<file path="config.mk">
export PLATFORM = sky130hd
export DESIGN_NAME = secure_addr_decoder
export DESIGN_NICKNAME = d
export VERILOG_FILES = /design/src/rtl/sad_pkg.sv /design/src/rtl/sad_window_regs.sv /design/src/rtl/sad_region_decode.sv /design/src/rtl/sad_access_check.sv /design/src/rtl/secure_addr_decoder.sv
export SDC_FILE = /design/constraint.sdc
export NUM_CORES = 1
export LEC_CHECK = 0
export ABC_AREA = 1
export BUFFER_PORTS_ARGS = -buffer_cell sky130_fd_sc_hd__buf_2
export CAP_MARGIN = 10
export CORE_MARGIN = 5
export CORE_UTILIZATION = 57
export CTS_BUF_LIST = sky130_fd_sc_hd__clkbuf_4 sky130_fd_sc_hd__clkbuf_8 sky130_fd_sc_hd__clkbuf_16
export CTS_CLUSTER_SIZE = 40
export DETAILED_ROUTE_END_ITERATION = 10
export PLACE_DENSITY = 0.83
export RECOVER_POWER = 100
export SLEW_MARGIN = 20
export SYNTH_ARGS = -nofsm -noshare
export SYNTH_HDL_FRONTEND = slang
export SYNTH_SLANG_ARGS = --single-unit
</file>
<file path="constraint.sdc">
create_clock -name clk -period 1.85 [get_ports clk]
set_input_delay 0.37 -clock clk [delete_from_list [all_inputs] [get_ports clk]]
set_output_delay 0.37 -clock clk [all_outputs]
set_load 0.02 [all_outputs]
</file>
<file path="src/rtl/sad_pkg.sv">
package sad_pkg;

  typedef enum logic [1:0] {
    CFG_START = 2'd0,
    CFG_END   = 2'd1,
    CFG_CLEAR = 2'd2,
    CFG_NONE  = 2'd3
  } cfg_sel_e;

  typedef struct packed {
    logic fault;
    logic viol;
  } verdict_t;

endpackage

</file>
<file path="src/rtl/sad_window_regs.sv">
module sad_window_regs
  import sad_pkg::*;
#(
  parameter int ADDR_W = 32,
  parameter int MID_W  = 2,
  parameter int CFG_MID = 0
) (
  input  logic              clk,
  input  logic              rst,
  input  logic              cfg_we,
  input  logic [1:0]        cfg_sel,
  input  logic [MID_W-1:0]  cfg_mid,
  input  logic [ADDR_W-1:0] cfg_wdata,
  output logic [ADDR_W-1:0] win_start,
  output logic [ADDR_W-1:0] win_end,
  output logic              cfg_deny,
  output logic              cfg_clear
);

  localparam logic [MID_W-1:0] OWNER = MID_W'(CFG_MID);

  logic owner_wr;

  always_comb begin
    owner_wr  = cfg_we && (cfg_mid == OWNER);
    cfg_deny  = cfg_we && (cfg_mid != OWNER);
    cfg_clear = owner_wr && (cfg_sel == CFG_CLEAR) && cfg_wdata[0];
  end

  always_ff @(posedge clk) begin
    if (rst) begin
      win_start <= ADDR_W'(1);
      win_end   <= '0;
    end else if (owner_wr) begin
      if (cfg_sel == CFG_START) win_start <= cfg_wdata;
      if (cfg_sel == CFG_END)   win_end   <= cfg_wdata;
    end
  end

endmodule

</file>
<file path="src/rtl/sad_region_decode.sv">
module sad_region_decode #(
  parameter int N_SLV = 8,
  localparam int IDX_W = $clog2(N_SLV)
) (
  input  logic [IDX_W:0]     region,
  output logic               mapped,
  output logic [N_SLV-1:0]   onehot
);

  assign mapped = ~region[IDX_W];

  for (genvar g = 0; g < N_SLV; g++) begin : g_slot
    assign onehot[g] = mapped && (region[IDX_W-1:0] == IDX_W'(g));
  end

endmodule

</file>
<file path="src/rtl/sad_access_check.sv">
module sad_access_check
  import sad_pkg::*;
#(
  parameter int ADDR_W = 32,
  parameter int N_SLV  = 8,
  parameter int MID_W  = 2,
  parameter logic [(1<<MID_W)-1:0] MST_TRUST = '1,
  parameter logic [N_SLV-1:0]      SLV_UNTRUST = '0
) (
  input  logic              valid,
  input  logic [ADDR_W-1:0] addr,
  input  logic [MID_W-1:0]  mid,
  input  logic [ADDR_W-1:0] win_start,
  input  logic [ADDR_W-1:0] win_end,
  input  logic              mapped,
  input  logic [N_SLV-1:0]  onehot,
  output logic [N_SLV-1:0]  grant,
  output verdict_t          verdict
);

  logic win_on, in_win, mst_ok, slv_bad;

  always_comb begin
    win_on  = (win_start <= win_end);
    in_win  = win_on && (addr >= win_start) && (addr <= win_end);
    mst_ok  = MST_TRUST[mid];
    slv_bad = |(onehot & SLV_UNTRUST);
    verdict.viol  = valid && !mst_ok && (in_win || (mapped && slv_bad));
    verdict.fault = valid && (verdict.viol || !mapped);
    grant = (valid && !verdict.fault) ? onehot : '0;
  end

endmodule

</file>
<file path="src/rtl/secure_addr_decoder.sv">
module secure_addr_decoder
  import sad_pkg::*;
#(
  parameter int ADDR_W  = 32,
  parameter int N_SLV   = 8,
  parameter int MID_W   = 2,
  parameter int CFG_MID = 0,
  parameter logic [(1<<MID_W)-1:0] MST_TRUST   = 4'b0011,
  parameter logic [N_SLV-1:0]      SLV_UNTRUST = 8'b1000_0000
) (
  input  logic              clk,
  input  logic              rst,
  input  logic              req_valid,
  input  logic [ADDR_W-1:0] req_addr,
  input  logic [MID_W-1:0]  req_mid,
  input  logic              cfg_we,
  input  logic [1:0]        cfg_sel,
  input  logic [MID_W-1:0]  cfg_mid,
  input  logic [ADDR_W-1:0] cfg_wdata,
  output logic [N_SLV-1:0]  slv_sel,
  output logic              resp_err,
  output logic              viol_flag
);

  localparam int IDX_W = $clog2(N_SLV);

  logic [ADDR_W-1:0] win_start, win_end;
  logic              cfg_deny, cfg_clear;
  logic              mapped;
  logic [N_SLV-1:0]  onehot, grant;
  verdict_t          verdict;

  sad_window_regs #(
    .ADDR_W(ADDR_W), .MID_W(MID_W), .CFG_MID(CFG_MID)
  ) u_win (
    .clk(clk), .rst(rst), .cfg_we(cfg_we), .cfg_sel(cfg_sel),
    .cfg_mid(cfg_mid), .cfg_wdata(cfg_wdata),
    .win_start(win_start), .win_end(win_end),
    .cfg_deny(cfg_deny), .cfg_clear(cfg_clear)
  );

  sad_region_decode #(.N_SLV(N_SLV)) u_dec (
    .region(req_addr[ADDR_W-1 -: IDX_W+1]),
    .mapped(mapped),
    .onehot(onehot)
  );

  sad_access_check #(
    .ADDR_W(ADDR_W), .N_SLV(N_SLV), .MID_W(MID_W),
    .MST_TRUST(MST_TRUST), .SLV_UNTRUST(SLV_UNTRUST)
  ) u_chk_acc (
    .valid(req_valid), .addr(req_addr), .mid(req_mid),
    .win_start(win_start), .win_end(win_end),
    .mapped(mapped), .onehot(onehot),
    .grant(grant), .verdict(verdict)
  );

  always_ff @(posedge clk) begin
    if (rst) begin
      slv_sel   <= '0;
      resp_err  <= 1'b0;
      viol_flag <= 1'b0;
    end else begin
      slv_sel  <= grant;
      resp_err <= verdict.fault;
      if (verdict.viol || cfg_deny) viol_flag <= 1'b1;
      else if (cfg_clear)           viol_flag <= 1'b0;
    end
  end

endmodule

</file>
==> impl_metrics.sql, run 1 <==
INSERT INTO impl_metrics (metric_group, metric, value, unit) VALUES
('critical_path', 'worst_path_max_fanout', '8', ''),
('grt', 'grt.overflow.total', '0', ''),
('placement', 'dp.final_hpwl', '8769', 'um'),
('layout', 'nFillCells', '550', ''),
('timing', 'worst-slew-pin-transition', '0.6599', 'ns'),
('placement', 'post-place-ws', '-0.3035', 'ns'),
('placement', 'numPortBuffers', '82', ''),
('timing', 'period_share', '1.065', ''),
('layout', 'instances_no_fill', '856', ''),
('layout', 'final_layout_size_suffix_gt1_frac', '0.3262', ''),
('synth', 'yosys_warnings', '0', ''),
('placement', 'dp_cells', '837', ''),
('synth', 'net_count_after_synthesis', '822', ''),
('pwr', 'p_sw_frac', '0.2807', ''),
('pwr', 'cell_internal_power', '2.848', 'mW'),
('critical_path', 'critPathCaptureType', 'register', ''),
('clock_tree', 'cts.sinks', '74', ''),
('timing', 'final.setup.worst_slack', '-0.1203', 'ns'),
('detailed_routing', 'first_iter_violations', '208', ''),
('critical_path', 'crit_path_start_kind', 'register', ''),
('job', 'cap_viol_max_count', '0', ''),
('clock_tree', 'cts_hold_buf', '0', ''),
('floorplanning', 'pin_count', '84', ''),
('grt', 'grt_pass1_wl', '19980', 'um'),
('synth', 'synth_top_area_share', '0.3081', ''),
('grt', 'via_count_of_the_first_global_routing_pass', '4616', ''),
('clock_tree', 'htree_num_levels', '3', ''),
('timing', 'finalHoldViolCount', '0', ''),
('pwr', 'power_density', '628.5', 'nW/um^2'),
('detailed_routing', 'final_antenna_net_count', '0', ''),
('synth', 'yosys_register_bits', '74', ''),
('timing', 'relSlewSlack', '0.5601', ''),
('pwr', 'vdd_ir_drop_max', '0.4329', 'mV'),
('synth', 'synth_top_area_cells', 'sky130_fd_sc_hd__dfxtp_1, sky130_fd_sc_hd__ha_1, sky130_fd_sc_hd__a21oi_1, sky130_fd_sc_hd__nand2_1, sky130_fd_sc_hd__o21ai_0', ''),
('floorplanning', 'core_area', '8217', 'um^2'),
('timing', 'setup_repair_after_global_routing_missed_its_margin', 'true', ''),
('placement', 'placer_congestion_estimate', '0.8583', ''),
('worst_hold_path', 'min_delay_worst_endpoint', 'viol_flag$_SDFFE_PP0P_', ''),
('detailed_routing', 'dr.pass1.iters', '5', ''),
('run_status', 'run_status', 'finished with violations', ''),
('grt', 'gr-usage-all-layers', '0.2384', ''),
('pwr', 'reg_power_frac', '0.416', ''),
('critical_path', 'critPathKind', 'register to register', ''),
('critical_path', 'rr_endpoint', 'slv_sel[1]$_SDFF_PP0_', ''),
('floorplanning', 'initial_core_utilization', '0.5852', ''),
('timing', 'setup_viol_count_final', '11', ''),
('synth', 'synth.largest_area_cell', 'sky130_fd_sc_hd__dfxtp_1', ''),
('clock_tree', 'clk_pin_slew', '0.08', 'ns'),
('critical_path', 'required', '2.09', 'ns'),
('worst_hold_path', 'min_path_cells', '2', ''),
('run_status', 'violated_checks', 'setup timing', ''),
('clock_tree', 'tritoncts', 'done', ''),
('synth', 'gate_count_post_synth', '652', ''),
('layout', 'finalNetCount', '916', ''),
('timing', 'finalWorstPathRequiredPeriod', '1.970', 'ns'),
('synth', 'syn_area', '4808', 'um^2'),
('worst_hold_path', 'holdCritPathClass', 'primary input to register', ''),
('critical_path', 'worst_ep_arrival_time', '2.21', 'ns'),
('worst_hold_path', 'min_from', 'rst', ''),
('clock_tree', 'tritoncts.num_buffers', '9', ''),
('floorplanning', 'die_width', '101.8', 'um'),
('critical_path', 'rrSetupSlack', '-0.12', 'ns'),
('detailed_routing', 'detail_route.wl_per_cell', '15.77', 'um'),
('synth', 'post_synth_cell_types', '21', ''),
('timing', 'max_transition_viols_final', '0', ''),
('grt', 'maximum_number_of_pins_on_one_net_before_global_route_repair', '64', ''),
('detailed_routing', 'drc_errors_left', '0', ''),
('grt', 'number_of_antenna_violations_at_the_first_check_in_global_routing', '0', ''),
('pwr', 'clockPowerShare', '0.377', ''),
('floorplanning', 'die-height', '101.8', 'um'),
('critical_path', 'ff2ff_path_depth', '16', '');
==> cell type report <==
cell class,count,area [um^2],share of cell area
clock buffer,12,165.2,0.02622
clock inverter,4,72.57,0.01152
sequential,74,1513,0.2401
tap,105,131.4,0.02085
timing repair buffer,101,548.0,0.08699
multi-input combinational,464,3505,0.5563
inverter,96,365.4,0.05799
==> registers in the layout, summed over array words and instances (netlist names) <==
signal           cells
viol_flag            1
u_win.win_start     32
u_win.win_end       32
resp_err             1
slv_sel              8
==> layout by cell type, fill, tap and decap left out, types with 2 or more instances in the layout <==
cell                         n
sky130_fd_sc_hd__a21oi_1    94
sky130_fd_sc_hd__a21oi_2    14
sky130_fd_sc_hd__buf_2      72
sky130_fd_sc_hd__buf_4      15
sky130_fd_sc_hd__buf_6       2
sky130_fd_sc_hd__bufinv_16   2
sky130_fd_sc_hd__clkbuf_1   10
sky130_fd_sc_hd__clkbuf_4    2
sky130_fd_sc_hd__clkbuf_8   12
sky130_fd_sc_hd__dfxtp_1    51
sky130_fd_sc_hd__dfxtp_2    22
sky130_fd_sc_hd__ha_1       63
sky130_fd_sc_hd__ha_4       32
sky130_fd_sc_hd__inv_1      71
sky130_fd_sc_hd__inv_2      22
sky130_fd_sc_hd__inv_4       2
sky130_fd_sc_hd__nand2_1    96
sky130_fd_sc_hd__nand2_2    14
sky130_fd_sc_hd__nand3_1     6
sky130_fd_sc_hd__nand3_2     3
sky130_fd_sc_hd__nand4_1     6
sky130_fd_sc_hd__nor2_1     27
sky130_fd_sc_hd__nor2_2     17
sky130_fd_sc_hd__nor2_4      2
sky130_fd_sc_hd__nor3_1      2
sky130_fd_sc_hd__nor3_2      2
sky130_fd_sc_hd__nor3_4      2
sky130_fd_sc_hd__o21a_1      4
sky130_fd_sc_hd__o21ai_0    69
sky130_fd_sc_hd__o21ai_1     4
==> critical path, stage by stage (launching register included) <==
cell                      delay (ns)
sky130_fd_sc_hd__dfxtp_1        0.32
sky130_fd_sc_hd__inv_1          0.07
sky130_fd_sc_hd__ha_1           0.32
sky130_fd_sc_hd__nand2_1        0.10
sky130_fd_sc_hd__nand2_1        0.05
sky130_fd_sc_hd__nand2_1        0.05
sky130_fd_sc_hd__nand2_1        0.06
sky130_fd_sc_hd__nand2_1        0.07
sky130_fd_sc_hd__nand3_1        0.10
sky130_fd_sc_hd__a21oi_1        0.15
sky130_fd_sc_hd__nand2_1        0.07
sky130_fd_sc_hd__nand2_1        0.07
sky130_fd_sc_hd__nand3_2        0.09
sky130_fd_sc_hd__nand2_2        0.09
sky130_fd_sc_hd__nand2_4        0.07
sky130_fd_sc_hd__nand3_4        0.13
sky130_fd_sc_hd__nor2_1         0.06
==> how the worst max path moves through the flow <==
stage / startpoint / to / slack (ns) / cells after the start
after floorplan: req_addr[15] / slv_sel[0]$_SDFF_PP0_ / 0.22 / 13
after global placement: req_addr[15] / slv_sel[5]$_SDFF_PP0_ / -0.24 / 15
after detailed placement: req_addr[11] / slv_sel[0]$_SDFF_PP0_ / -0.30 / 15
after CTS: u_win.win_end[11]$_SDFFE_PP0P_ / slv_sel[3]$_SDFF_PP0_ / -0.08 / 15
after global routing: u_win.win_end[17]$_SDFFE_PP0P_ / slv_sel[1]$_SDFF_PP0_ / -0.28 / 16
final: u_win.win_end[17]$_SDFFE_PP0P_ / slv_sel[1]$_SDFF_PP0_ / -0.12 / 16
==> per-stage QoR <==
step	hold slack (ns)	setup TNS [ns]	total power [mW]	utilization	area, um^2
after floorplan	0.4391	0	2.083	-	4808
after global placement	0.4693	-2.244	2.289	0.6606	5428
after detailed placement	0.4705	-2.733	2.324	0.6606	5428
after CTS	0.2160	-0.5873	3.847	0.7227	5938
after global routing	0.2113	-5.103	4.150	0.7667	6300
final	0.2275	-0.9647	3.959	0.7667	6300
==> repair_timing <==
item / CTS / global route
resized for setup: 58 / 92
buffers inserted: 2 / 2
pin swaps: 30 / 35
setup endpoints to repair: 10 / 10
==> cells in the mapped netlist (all sizes together) <==
cell,n
a21boi,1
a21o,1
a21oi,108
clkbuf,18
clkinv,1
dfxtp,74
ha,96
inv,95
nand2,111
nand3,10
nand3b,1
nand4,6
nor2,46
nor3,6
o21a,4
o21ai,73
o21bai,1
==> power by group through the flow <==
stage                     Clock [mW]  Sequential (mW)  Combinational [mW]
after floorplan                    0             1.68               0.404
after global placement             0             1.68               0.613
after detailed placement           0             1.68               0.646
after CTS                       1.50             1.64               0.703
after global routing            1.58             1.65               0.921
final                           1.49             1.65               0.821
==> cell families after synthesis <==
kind of cell	count (synthesis)	share of synthesized area
DFF	74	0.3081
AOI/OAI and AO/OA	188	0.1993
and+or+nand+nor	180	0.1538
adders and majority gates	96	0.2498
buffers and inverters	114	0.08899
==> routing by layer <==
metal	global-route usage	wire, um	up-vias
met5	0	0	-
met2	0.4180	6671	185
li1	-	-	2367
met3	0.05119	796	34
met4	0.07972	314	0
met1	0.2908	5718	2224
No activity file was read; power rests on OpenSTA's default activity.
==> run 2, diff against run 1 <==
Settings changed: CORE_UTILIZATION 57 to 51, PLACE_DENSITY 0.83 to 0.79.
Clock period 1.85 ns to 1.6 ns, I/O delays scaled along.
==> impl_metrics.sql, run 2 (synthesized netlist as in run 1, its figures left out) <==
INSERT INTO impl_metrics (metric_group, metric, value, unit) VALUES
('pwr', 'vdd_ir_drop_max', '0.4275', 'mV'),
('timing', 'setup_viol_count_final', '10', ''),
('floorplanning', 'row_count', '35', ''),
('timing', 'tns', '-3.279', 'ns'),
('timing', 'clock.fmax', '513.2', 'MHz'),
('floorplanning', 'initial_core_utilization', '0.5229', ''),
('timing', 'period_share', '1.218', ''),
('clock_tree', 'cts.sinks', '74', ''),
('clock_tree', 'cts_hold_buf', '0', ''),
('detailed_routing', 'dr.pass1.iters', '5', ''),
('detailed_routing', 'final_antenna_net_count', '0', ''),
('timing', 'fin_worst_skew', '0.009758', 'ns'),
('timing', 'finalWorstPathRequiredPeriod', '1.948', 'ns'),
('pwr', 'power.leakage', '2.963', 'nW'),
('critical_path', 'critPathCaptureType', 'register', ''),
('run_status', 'violated_checks', 'setup timing', ''),
('layout', 'final_layout_size_suffix_gt1_frac', '0.4067', ''),
('timing', 'max_transition_viols_final', '0', ''),
('layout', 'flow.area_growth_from_synthesis', '43.07', '%'),
('clock_tree', 'tritoncts.num_buffers', '9', ''),
('clock_tree', 'tritoncts', 'done', ''),
('layout', 'layout.cells.most_common_list', 'sky130_fd_sc_hd__nand2_1, sky130_fd_sc_hd__a21oi_1, sky130_fd_sc_hd__buf_2', ''),
('critical_path', 'cp.buffers_inverters', '1', ''),
('critical_path', 'endpoint', 'slv_sel[5]$_SDFF_PP0_', ''),
('critical_path', 'timing.critical_path.slowest_cell_delay', '0.39', 'ns'),
('worst_hold_path', 'holdCritPathClass', 'primary input to register', ''),
('timing', 'worst-slew-pin-transition', '0.5055', 'ns'),
('clock_tree', 'cts.root.buffer_cell', 'sky130_fd_sc_hd__clkbuf_8', ''),
('detailed_routing', 'detail_route.wl_per_cell', '16.05', 'um'),
('timing', 'finalHoldViolCount', '0', ''),
('detailed_routing', 'totalWireLength', '14680', 'um'),
('floorplanning', 'die-height', '107.1', 'um'),
('layout', 'layout.core_utilization', '0.7480', ''),
('critical_path', 'worstSetupPathDepth', '13', ''),
('layout', 'finalNetCount', '970', ''),
('pwr', 'report.power.total', '4.605', 'mW'),
('layout', 'final_design_area_no_fill', '6879', 'um^2'),
('placement', 'placed_cell_area', '5824', 'um^2'),
('critical_path', 'r2r_start', 'u_win.win_start[23]$_SDFFE_PP0P_', ''),
('grt', 'number_of_antenna_violations_at_the_first_check_in_global_routing', '0', ''),
('grt', 'gr-usage-all-layers', '0.2257', ''),
('critical_path', 'cpMaxStageDelayCell', 'sky130_fd_sc_hd__dfxtp_2', ''),
('layout', 'multiInputGateArea', '3697', 'um^2'),
('detailed_routing', 'drc_errors_left', '0', ''),
('critical_path', 'worst_path_max_fanout', '8', ''),
('timing', 'setup_repair_after_global_routing_missed_its_margin', 'true', ''),
('floorplanning', 'die_width', '107.1', 'um'),
('timing', 'relSlewSlack', '0.6630', ''),
('detailed_routing', 'vias_per_std_cell', '5.537', ''),
('critical_path', 'rr_endpoint', 'slv_sel[5]$_SDFF_PP0_', ''),
('placement', 'dp_cells', '886', ''),
('clock_tree', 'clkLatencyLatePin', '0.35', 'ns'),
('clock_tree', 'clockBufferDepth', '2', ''),
('timing', 'whs', '0.1802', 'ns'),
('critical_path', 'crit_path_start_kind', 'register', ''),
('pwr', 'power_density', '669.4', 'nW/um^2'),
('grt', 'via_count_of_the_first_global_routing_pass', '4940', ''),
('detailed_routing', 'num_vias', '5066', ''),
('layout', 'nFillCells', '586', ''),
('timing', 'final.setup.worst_slack', '-0.3484', 'ns'),
('grt', 'maximum_number_of_pins_on_one_net_before_global_route_repair', '38', ''),
('placement', 'numPortBuffers', '82', ''),
('critical_path', 'required', '1.84', 'ns'),
('layout', 'layout.cells.most_common', 'sky130_fd_sc_hd__nand2_1', ''),
('floorplanning', 'pin_count', '84', ''),
('detailed_routing', 'first_iter_violations', '282', ''),
('layout', 'n_antenna_cell', '0', ''),
('critical_path', 'cpLargestDelayFamily', 'simple AND/OR/NAND/NOR gates', ''),
('critical_path', 'worst_setup_path_startpoint', 'u_win.win_start[23]$_SDFFE_PP0P_', ''),
('grt', 'grt.overflow.total', '0', ''),
('job', 'cap_viol_max_count', '0', ''),
('clock_tree', 'htree_num_levels', '3', ''),
('layout', 'regArea', '1524', 'um^2'),
('critical_path', 'ff2ff_path_depth', '13', ''),
('clock_tree', 'clk_pin_slew', '0.08', 'ns'),
('critical_path', 'worst_ep_arrival_time', '2.19', 'ns'),
('placement', 'post-place-ws', '-0.3677', 'ns'),
('layout', 'largest_registers', 'u_win.win_end x32, u_win.win_start x32, slv_sel x8', ''),
('critical_path', 'critPathKind', 'register to register', ''),
('critical_path', 'rrSetupSlack', '-0.35', 'ns'),
('run_status', 'run_status', 'finished with violations', ''),
('layout', 'instances_no_fill', '915', ''),
('placement', 'dp.final_hpwl', '9504', 'um'),
('floorplanning', 'core_area', '9196', 'um^2'),
('critical_path', 'worstPathCellList', 'inv_1 > ha_1 > nand2_2 > nor2_2 > nand4_1 > nor2_2 > nand2_1 > nand2_2 > nand3_2 > nand2_1 > nand2_2 > nand3_4 > nor2_2', ''),
('grt', 'grt_pass1_wl', '21310', 'um'),
('floorplanning', 'dieArea', '11470', 'um^2'),
('placement', 'placer_congestion_estimate', '0.9076', '');
run 2: what timing repair did:
| item | 4_1_cts | 5_1_grt |
|---|---|---|
| setup endpoints to repair | 10 | 10 |
| gates resized for setup | 71 | 93 |
| pin swaps | 38 | 44 |
| buffers inserted | 5 | 9 |
| gates cloned | 0 | 0 |
run 2: report_power, final:
part | switching (mW) | total (mW) | internal (mW)
logic | 0.587 | 1.07 | 0.487
registers | 0.0248 | 1.91 | 1.88
clock network | 0.738 | 1.62 | 0.885
total | 1.35 | 4.60 | 3.26
run 2: how the worst min path moves through the flow:
stage                                   start                              to  slack (ns)  cells after the start
6_report                                  rst          viol_flag$_SDFFE_PP0P_        0.18                      2
2_1_floorplan                             rst          viol_flag$_SDFFE_PP0P_        0.39                      1
5_1_grt                                   rst          viol_flag$_SDFFE_PP0P_        0.19                      2
3_3_place_gp   u_win.win_end[30]$_SDFFE_PP0P_  u_win.win_end[30]$_SDFFE_PP0P_        0.46                      2
4_1_cts                                   rst          viol_flag$_SDFFE_PP0P_        0.17                      2
3_5_place_dp   u_win.win_end[30]$_SDFFE_PP0P_  u_win.win_end[30]$_SDFFE_PP0P_        0.46                      2
run 2: final cells by class:
class	instances	share of cell area
timing repair buffer	155	0.1366
clock inverter	5	0.01164
clock buffer	10	0.01910
inverter	96	0.05347
sequential	74	0.2215
multi-input combinational	464	0.5375
tap	111	0.02019
run 2: metal layers:
metal	routed length, um	vias up	track usage
li1	-	2470	-
met1	5711	2377	0.2492
met2	7609	158	0.4205
met3	786	61	0.04937
met4	576	0	0.08037
met5	0	-	0
==> run 3, diff against run 2 <==
Settings changed: CORE_UTILIZATION 51 to 30, PLACE_DENSITY 0.79 to default, PLACE_DENSITY_LB_ADDON from default to 0.15.
==> impl_metrics.sql, run 3 (synthesized netlist as in run 1, its figures left out) <==
INSERT INTO impl_metrics (metric_group, metric, value, unit) VALUES
('run_status', 'run_status', 'finished with violations', ''),
('run_status', 'violated_checks', 'setup timing', ''),
('grt', 'grt.overflow.total', '0', ''),
('floorplanning', 'dieArea', '18660', 'um^2'),
('detailed_routing', 'totalWireLength', '13490', 'um'),
('floorplanning', 'core_area', '15830', 'um^2'),
('pwr', 'power.leakage', '2.980', 'nW'),
('critical_path', 'ff2ff_path_depth', '14', ''),
('detailed_routing', 'detail_route.wl_per_cell', '13.33', 'um'),
('timing', 'max_transition_viols_final', '0', ''),
('clock_tree', 'clk_pin_slew', '0.06', 'ns'),
('clock_tree', 'tritoncts.num_buffers', '9', ''),
('grt', 'maximum_number_of_pins_on_one_net_before_global_route_repair', '39', ''),
('pwr', 'total_switching_power', '1.335', 'mW'),
('critical_path', 'worst_ep_arrival_time', '2.18', 'ns'),
('job', 'cap_viol_max_count', '0', ''),
('grt', 'gr-usage-all-layers', '0.1487', ''),
('timing', 'clock.fmax', '523.9', 'MHz'),
('floorplanning', 'row_count', '46', ''),
('layout', 'finalNetCount', '962', ''),
('layout', 'layout.core_utilization', '0.4395', ''),
('timing', 'setup_repair_after_global_routing_missed_its_margin', 'true', ''),
('timing', 'fin_worst_skew', '0.008013', 'ns'),
('pwr', 'p_sw_frac', '0.2664', ''),
('clock_tree', 'htree_num_levels', '3', ''),
('placement', 'numPortBuffers', '82', ''),
('layout', 'largest_registers', 'u_win.win_end x32, u_win.win_start x32, slv_sel x8', ''),
('detailed_routing', 'final_antenna_net_count', '0', ''),
('critical_path', 'worst_setup_path_startpoint', 'u_win.win_end[28]$_SDFFE_PP0P_', ''),
('critical_path', 'cpLargestDelayFamily', 'simple AND/OR/NAND/NOR gates', ''),
('floorplanning', 'die_width', '136.6', 'um'),
('critical_path', 'rrSetupSlack', '-0.31', 'ns'),
('pwr', 'power_density', '720.4', 'nW/um^2'),
('critical_path', 'r2r_start', 'u_win.win_end[28]$_SDFFE_PP0P_', ''),
('detailed_routing', 'drc_errors_left', '0', ''),
('timing', 'whs', '0.2091', 'ns'),
('critical_path', 'timing.critical_path.slowest_cell_delay', '0.32', 'ns'),
('layout', 'final_layout_size_suffix_gt1_frac', '0.3907', ''),
('layout', 'layout.cells.most_common_list', 'sky130_fd_sc_hd__nand2_1, sky130_fd_sc_hd__a21oi_1, sky130_fd_sc_hd__buf_2', ''),
('pwr', 'cell_internal_power', '3.676', 'mW'),
('pwr', 'pwr-share-comb', '0.197', ''),
('critical_path', 'crit_path_start_kind', 'register', ''),
('floorplanning', 'die-height', '136.6', 'um'),
('timing', 'finalWorstPathRequiredPeriod', '1.909', 'ns'),
('detailed_routing', 'vias_per_std_cell', '4.531', ''),
('pwr', 'vdd_ir_drop_max', '0.4728', 'mV'),
('floorplanning', 'initial_core_utilization', '0.3038', ''),
('critical_path', 'worst_path_max_fanout', '8', ''),
('placement', 'placed_cell_area', '5978', 'um^2'),
('critical_path', 'cpMaxStageDelayCell', 'sky130_fd_sc_hd__dfxtp_2', ''),
('placement', 'dp.final_hpwl', '10140', 'um'),
('critical_path', 'required', '1.87', 'ns'),
('critical_path', 'path_common_cell', 'sky130_fd_sc_hd__nand2_2', ''),
('layout', 'flow.area_growth_from_synthesis', '44.68', '%'),
('detailed_routing', 'num_vias', '4585', ''),
('critical_path', 'worstSetupPathDepth', '14', ''),
('placement', 'placer_congestion_estimate', '0.8073', ''),
('clock_tree', 'cts.root.buffer_cell', 'sky130_fd_sc_hd__clkbuf_16', ''),
('layout', 'layout.cells.most_common', 'sky130_fd_sc_hd__nand2_1', ''),
('pwr', 'clockPowerShare', '0.422', ''),
('timing', 'relSlewSlack', '0.7281', ''),
('critical_path', 'cp.buffers_inverters', '1', ''),
('floorplanning', 'pin_count', '84', ''),
('critical_path', 'endpoint', 'slv_sel[0]$_SDFF_PP0_', ''),
('clock_tree', 'clkLatencyLatePin', '0.34', 'ns'),
('detailed_routing', 'first_iter_violations', '148', ''),
('grt', 'via_count_of_the_first_global_routing_pass', '4740', ''),
('timing', 'period_share', '1.193', ''),
('grt', 'grt_pass1_wl', '22090', 'um'),
('critical_path', 'rr_endpoint', 'slv_sel[0]$_SDFF_PP0_', ''),
('layout', 'n_antenna_cell', '0', ''),
('timing', 'worst-slew-pin-transition', '0.4048', 'ns'),
('timing', 'finalHoldViolCount', '0', ''),
('timing', 'final.setup.worst_slack', '-0.3089', 'ns'),
('clock_tree', 'tritoncts', 'done', ''),
('critical_path', 'worstPathCellList', 'inv_2 > ha_1 > nand2_1 > nor2_2 > nand2_2 > nor3_4 > nand2_1 > nand2_1 > nand2_2 > nand3_2 > nand2_2 > nand2_2 > nand3_4 > nor2_2', ''),
('pwr', 'reg_power_frac', '0.381', ''),
('clock_tree', 'cts_hold_buf', '0', ''),
('detailed_routing', 'dr.pass1.iters', '4', ''),
('critical_path', 'critPathCaptureType', 'register', ''),
('worst_hold_path', 'min_path_cells', '2', ''),
('grt', 'number_of_antenna_violations_at_the_first_check_in_global_routing', '0', ''),
('critical_path', 'critPathKind', 'register to register', ''),
('clock_tree', 'clockBufferDepth', '2', ''),
('worst_hold_path', 'holdCritPathClass', 'primary input to register', ''),
('layout', 'final_design_area_no_fill', '6957', 'um^2'),
('clock_tree', 'cts.sinks', '74', ''),
('timing', 'setup_viol_count_final', '10', '');
## run 3: metal layers
layer | up-vias | track usage | wire [um]
met4 | 0 | 0.03527 | 107
met3 | 9 | 0.03272 | 498
met2 | 63 | 0.2604 | 6639
met5 | - | 0 | 0
li1 | 2460 | - | -
met1 | 2053 | 0.1856 | 6244
## run 3: area by class of cell
cell class / instances / area, um^2
fillers: 1562 / 8871
multi-input cells: 464 / 3603
flip-flops and latches: 74 / 1515
repair buffers: 147 / 893.4
inverters: 96 / 365.4
clock buffers: 13 / 274.0
well taps: 216 / 270.3
clock inverters: 2 / 35.03
## run 3: worst min-delay path by stage
stage	from	to	slack (ns)
3_3_place_gp	u_win.win_end[28]$_SDFFE_PP0P_	u_win.win_end[28]$_SDFFE_PP0P_	0.46
3_5_place_dp	u_win.win_end[28]$_SDFFE_PP0P_	u_win.win_end[28]$_SDFFE_PP0P_	0.46
5_1_grt	rst	viol_flag$_SDFFE_PP0P_	0.21
4_1_cts	rst	viol_flag$_SDFFE_PP0P_	0.18
6_report	rst	viol_flag$_SDFFE_PP0P_	0.21
2_1_floorplan	rst	viol_flag$_SDFFE_PP0P_	0.39
## run 3: power groups by stage
stage	Sequential [mW]	Clock [mW]	Combinational [mW]
after floorplan	1.94	0	0.475
after global placement	1.94	0	0.802
after detailed placement	1.94	0	0.813
after CTS	1.90	2.18	0.896
after global routing	1.91	2.24	1.13
final	1.91	2.12	0.987
## run 3: metrics by stage
stage	setup TNS, ns	instances	setup slack, ns	power [mW]
floorplan	0	652	0.00001998	2.418
global placement	-5.510	994	-0.4423	2.743
global route	-5.772	1012	-0.4746	5.288
detailed placement	-6.621	994	-0.4566	2.753
finish	-2.770	1012	-0.3089	5.011
CTS	-2.358	1010	-0.2510	4.985
## run 3: repair_timing
action	in CTS	in global routing
hold endpoints to repair	0	0
setup buffers	1	2
gates resized for setup	78	73
setup endpoints to repair	10	10
pin swaps	32	35
